[src/rtl/dmac_pkg.sv]
package dmac_pkg;
  localparam int XLEN    = 32;
  localparam int DLEN    = 2 * XLEN;
  localparam int RIDX_W  = 5;
  localparam int BIDX_W  = RIDX_W - 1;

  localparam logic [3:0] CLASS_MUL   = 4'b1110;
  localparam logic [3:0] FORM_PLAIN  = 4'b0101;
  localparam logic [3:0] FORM_ACCUM  = 4'b0111;

  typedef struct packed {
    logic              legal;
    logic              accum;
    logic              is_unsigned;
    logic              subtract;
    logic [RIDX_W-1:0] src_a;
    logic [RIDX_W-1:0] src_b;
    logic [RIDX_W-1:0] dst;
  } dec_t;
endpackage

[src/rtl/dmac_decode.sv]
module dmac_decode
  import dmac_pkg::*;
(
  input  logic [3:0]        f_class,
  input  logic [3:0]        f_form,
  input  logic [2:0]        f_major,
  input  logic [RIDX_W-1:0] f_src_a,
  input  logic [RIDX_W-1:0] f_src_b,
  input  logic [2:0]        f_minor,
  input  logic [RIDX_W-1:0] f_dst,
  output dec_t              dec
);
  logic op_ok;

  always_comb begin
    op_ok = 1'b0;
    if (f_form == FORM_PLAIN)
      op_ok = (f_major == 3'b000) || (f_major == 3'b010);
    else if (f_form == FORM_ACCUM)
      op_ok = (f_major[2] == 1'b0);
  end

  always_comb begin
    dec.legal       = (f_class == CLASS_MUL) && op_ok &&
                      (f_minor == 3'b000) && !f_dst[0];
    dec.accum       = (f_form == FORM_ACCUM);
    dec.is_unsigned = f_major[1];
    dec.subtract    = f_major[0] && (f_form == FORM_ACCUM);
    dec.src_a       = f_src_a;
    dec.src_b       = f_src_b;
    dec.dst         = f_dst;
  end
endmodule

[src/rtl/dmac_bank.sv]
module dmac_bank #(
  parameter int WIDTH = 32,
  parameter int DEPTH = 16,
  localparam int AW   = $clog2(DEPTH)
) (
  input  logic             clk,
  input  logic             we,
  input  logic [AW-1:0]    waddr,
  input  logic [WIDTH-1:0] wdata,
  input  logic [AW-1:0]    ra_a,
  input  logic [AW-1:0]    ra_b,
  input  logic [AW-1:0]    ra_c,
  output logic [WIDTH-1:0] rd_a,
  output logic [WIDTH-1:0] rd_b,
  output logic [WIDTH-1:0] rd_c
);
  logic [WIDTH-1:0] mem [DEPTH];

  always_ff @(posedge clk) begin
    if (we) mem[waddr] <= wdata;
  end

  assign rd_a = mem[ra_a];
  assign rd_b = mem[ra_b];
  assign rd_c = mem[ra_c];
endmodule

[src/rtl/dmac_mulacc.sv]
module dmac_mulacc
  import dmac_pkg::*;
(
  input  logic [XLEN-1:0] opa,
  input  logic [XLEN-1:0] opb,
  input  logic [DLEN-1:0] pair,
  input  logic            is_unsigned,
  input  logic            accum,
  input  logic            subtract,
  output logic [DLEN-1:0] res
);
  logic [DLEN-1:0] ext_a, ext_b, prod;

  always_comb begin
    ext_a = {{XLEN{opa[XLEN-1] & ~is_unsigned}}, opa};
    ext_b = {{XLEN{opb[XLEN-1] & ~is_unsigned}}, opb};
    prod  = ext_a * ext_b;
    if (!accum)        res = prod;
    else if (subtract) res = pair - prod;
    else               res = pair + prod;
  end
endmodule

[src/rtl/dmac_unit.sv]
module dmac_unit
  import dmac_pkg::*;
#(
  parameter int NREGS = 32,
  localparam int BANK_DEPTH = NREGS / 2
) (
  input  logic              clk,
  input  logic              rst,
  input  logic              insn_valid,
  input  logic [31:0]       insn_word,
  input  logic              dbg_we,
  input  logic [RIDX_W-1:0] dbg_addr,
  input  logic [XLEN-1:0]   dbg_wdata,
  output logic              done,
  output logic              illegal,
  output logic [DLEN-1:0]   result
);
  dec_t            dec;
  logic            exec_wr;
  logic [XLEN-1:0] rd_a [2];
  logic [XLEN-1:0] rd_b [2];
  logic [XLEN-1:0] rd_p [2];
  logic [XLEN-1:0] opa, opb;
  logic [DLEN-1:0] new_pair;

  dmac_decode u_dec (
    .f_class (insn_word[31:28]),
    .f_form  (insn_word[27:24]),
    .f_major (insn_word[23:21]),
    .f_src_a (insn_word[20:16]),
    .f_src_b (insn_word[12:8]),
    .f_minor (insn_word[7:5]),
    .f_dst   (insn_word[4:0]),
    .dec     (dec)
  );

  assign exec_wr = insn_valid && dec.legal;

  for (genvar g = 0; g < 2; g++) begin : g_bank
    logic              b_we;
    logic [BIDX_W-1:0] b_waddr;
    logic [XLEN-1:0]   b_wdata;

    always_comb begin
      if (exec_wr) begin
        b_we    = 1'b1;
        b_waddr = dec.dst[RIDX_W-1:1];
        b_wdata = new_pair[g*XLEN +: XLEN];
      end else begin
        b_we    = dbg_we && (dbg_addr[0] == g[0]);
        b_waddr = dbg_addr[RIDX_W-1:1];
        b_wdata = dbg_wdata;
      end
    end

    dmac_bank #(.WIDTH(XLEN), .DEPTH(BANK_DEPTH)) u_bank (
      .clk   (clk),
      .we    (b_we),
      .waddr (b_waddr),
      .wdata (b_wdata),
      .ra_a  (dec.src_a[RIDX_W-1:1]),
      .ra_b  (dec.src_b[RIDX_W-1:1]),
      .ra_c  (dec.dst[RIDX_W-1:1]),
      .rd_a  (rd_a[g]),
      .rd_b  (rd_b[g]),
      .rd_c  (rd_p[g])
    );
  end

  assign opa = rd_a[dec.src_a[0]];
  assign opb = rd_b[dec.src_b[0]];

  dmac_mulacc u_mac (
    .opa         (opa),
    .opb         (opb),
    .pair        ({rd_p[1], rd_p[0]}),
    .is_unsigned (dec.is_unsigned),
    .accum       (dec.accum),
    .subtract    (dec.subtract),
    .res         (new_pair)
  );

  always_ff @(posedge clk) begin
    if (rst) begin
      done    <= 1'b0;
      illegal <= 1'b0;
      result  <= '0;
    end else begin
      done    <= exec_wr;
      illegal <= insn_valid && !dec.legal;
      if (exec_wr) result <= new_pair;
    end
  end
endmodule

[config.mk]
export PLATFORM = sky130hd
export DESIGN_NAME = dmac_unit
export DESIGN_NICKNAME = d
export VERILOG_FILES = /design/src/rtl/dmac_pkg.sv /design/src/rtl/dmac_decode.sv /design/src/rtl/dmac_bank.sv /design/src/rtl/dmac_mulacc.sv /design/src/rtl/dmac_unit.sv
export SDC_FILE = /design/constraint.sdc
export NUM_CORES = 2
export LEC_CHECK = 0
export CORE_MARGIN = 3
export CORE_UTILIZATION = 44
export CTS_CLUSTER_DIAMETER = 40
export DETAILED_ROUTE_END_ITERATION = 8
export PLACE_DENSITY = 0.56
export SYNTH_ARGS = -nofsm -noshare
export SYNTH_HDL_FRONTEND = slang
export SYNTH_SLANG_ARGS = --single-unit
[constraint.sdc]
create_clock -name clk -period 25.1 [get_ports clk]
set_input_delay 5.02 -clock clk [delete_from_list [all_inputs] [get_ports clk]]
set_output_delay 5.02 -clock clk [all_outputs]
set_load 0.05 [all_outputs]
==> results_dict.tcl <==
set metrics [dict create \
    synth-seq-cells 1090 \
    rsz0062_at_grt "no" \
    setup_viol_count_final 0 \
    synth_warnings 0 \
    slew-limit-headroom_pct -1.51 \
    grt_pass1_wl_um 490000 \
    dieWidth_um 486 \
    htree_levels 4 \
    fin_crit_ps 20840 \
    gp_congestion 0.931 \
    crit_top_cell "fa_1" \
    cp_max_fo 64 \
    syn_avg_cell_area_um2 12.7 \
    utilization_pct 48.6 \
    synth_edf_count 1024 \
    min_path_type "flop to flop" \
    path_class "primary input to flop" \
    port-buffer-count 135 \
    cp-start-kind "primary input" \
    fin_crit_sh_pct 83.0 \
    tns_ps 0 \
    grt_remaining_overflow 0 \
    slowest_stage "a21boi_2" \
    slew_violations 3 \
    clkSinkCount 1090 \
    yosysSeqAreaShare_pct 31.6 \
    cts_resized 0 \
    layout.nets 9348 \
    fmax_ghz 0.0480 \
    clockRootBuffer "clkbuf_16" \
    drtPass1Iterations 5 \
    numCtsBuffers 144 \
    synth_cells 7980 \
    antenna_left 0 \
    insertion_delay_ps 800 \
    async_reset_ff_share_pct 0 \
    clock-skew-final_ps 68.9 \
    io_pins 139 \
    stdcell_count 11015 \
    wl_per_cell_um 30.3 \
    start_util_pct 44.4 \
    status "finished with violations" \
    slowest_delay_ps 820 \
    postCtsSetupBuffers 0 \
    synth_cell_type_count 93 \
    synth_nets 9455 \
    drc 0 \
    critPathRequiredTime_ps 25550 \
    cts_buffer_depth 3 \
    coreArea_um2 228000 \
    cts_tree "yes" \
    place_hpwl_um 235000 \
    fillers 19939 \
    via_count 68707 \
    routed_wl_um 333000 \
    path_clk_slew_ps 50 \
    drtIter0Drc 7862 \
    arrival_ps 21280 \
    dieHeight_um 486 \
    grt_max_degree 139 \
    final_hold_viol_count 0 \
    drive_gt1_share_pct 19.0 \
    detail_route.vias_per_cell 6.24 \
    track_usage_pct 28.5 \
    maxCapViolations 1 \
    endpoint_kind "flop" \
    antenna_found_initial 29 \
    synth_flop_cell "edfxtp_1" \
    syn_to_final_growth_pct 9.50 \
    violations "capacitance limit, slew limit" \
    grt_pass1_vias 71168 \
    tightest_slew_ps 1510 \
    place_inst 10735 \
    synthesis.area_um2 101000 \
    die_area_um2 236000 \
    row_count 175 \
    holdBufCountCts 0 \
]
-- critical path: cells and delay by family --
kind	cells	cell delay [ps]
AOI/OAI and AO/OA	16	4930
adders and majority gates	10	4710
and+or+nand+nor	7	2270
muxes	3	1900
buffers and inverters	7	1370
xor gates and xnor gates	3	750
-- path summary, 6_finish.rpt --
path,start,endpoint,slack [ps],cells after the start
worst min-delay path,result[8],result[8],470,2
worst min register to register,result[8],result[8],470,2
worst max-delay path,insn_word[17],g_bank[1].u_bank.mem[8][26],4260,46
worst max register to register,g_bank[0].u_bank.mem[15][2],g_bank[1].u_bank.mem[8][26],9450,44
-- placed cells by master, fill, tap and decap left out, types with 17 or more instances in the layout --
master           count
inv_1             1151
fa_1              1126
edfxtp_1          1024
nand2_1            962
mux4_2             959
nor2_1             364
ha_1               276
a21oi_1            184
clkbuf_16          145
buf_4              144
and2_1             141
clkdlybuf4s50_1    121
xnor2_1            110
o21ai_0            101
nor3_1              91
nor2b_1             82
a21o_1              71
xor2_1              67
dfxtp_1             66
a211oi_1            63
mux2_2              60
nand2b_1            56
nand3_1             42
nand4_1             39
nor2_4              33
or3_1               27
o211ai_1            27
a31oi_1             24
inv_6               20
and3_1              18
clkinv_2            18
clkinvlp_4          18
o21a_1              17
-- area by class of cell --
class                   count  area, um^2  share of cell area, %
diodes                     13        32.5                 0.0293
clock buffers             161        3690                   3.32
clock inverters           105        1190                   1.07
inverters                1152        4330                   3.90
multi-input cells        5200       63400                   57.1
flip-flops and latches   1090       32100                   28.9
well taps                3009        3760                   3.39
repair buffers            285        2590                   2.33
-- metal layers --
| metal | up-vias | part of all wire (%) | GRT usage, % |
|---|---|---|---|
| li1 | 27898 | - | - |
| met3 | 606 | 11 | 6.73 |
| met2 | 3633 | 46 | 44.4 |
| met5 | - | 0.016 | 0 |
| met1 | 36562 | 39 | 39.3 |
| met4 | 8 | 4.1 | 10.7 |
-- flip-flops by register name, indices dropped and copies added (netlist names) --
signal / cells
illegal: 1
g_bank.u_bank.mem: 1024
result: 64
done: 1
-- Yosys cell counts (27+ instances only) --
cell type	n	area share, %
or3_1	27	0.17
nor2b_1	83	0.51
ha_1	276	3.4
xor2_1	67	0.58
nor2_1	398	1.5
o211ai_1	27	0.20
a31oi_1	28	0.17
nor3_1	91	0.45
a21o_1	71	0.53
nand2b_1	56	0.35
mux4_2	959	21
clkbuf_1	434	1.6
a211oi_1	74	0.55
a21oi_1	185	0.91
nand2_1	963	3.6
mux2_2	60	0.67
fa_1	1126	22
dfxtp_1	66	1.3
and2_1	142	0.88
xnor2_1	110	0.95
edfxtp_1	1024	30
nand4_1	39	0.24
inv_1	1151	4.3
buf_1	84	0.31
o21ai_0	101	0.50
nand3_1	42	0.21
-- metrics by stage --
| step | worst slack [ps] | area, um^2 | hold slack (ps) |
|---|---|---|---|
| 4_1_cts | 4380 | 111000 | 466 |
| 2_1_floorplan | 5800 | 101000 | 675 |
| 6_report | 4260 | 111000 | 469 |
| 5_1_grt | 3480 | 111000 | 482 |
| 3_5_place_dp | 3640 | 106000 | 458 |
| 3_3_place_gp | 3610 | 106000 | 447 |
-- kinds of logic after synthesis --
kind of cell | Yosys count | share of synthesized area [%]
buffers and inverters | 1690 | 6.29
AO/OA/AOI/OAI | 642 | 4.18
multiplexers | 1031 | 22.1
XOR/XNOR | 178 | 1.54
flip-flops | 1090 | 31.6
adder cells (fa/ha/maj) | 1402 | 25.6
AND/OR/NAND/NOR | 1947 | 8.63
Power is left out: the tool's default activity adds up to more than one toggle a clock period on the data nets, which glitch-free logic cannot reach.
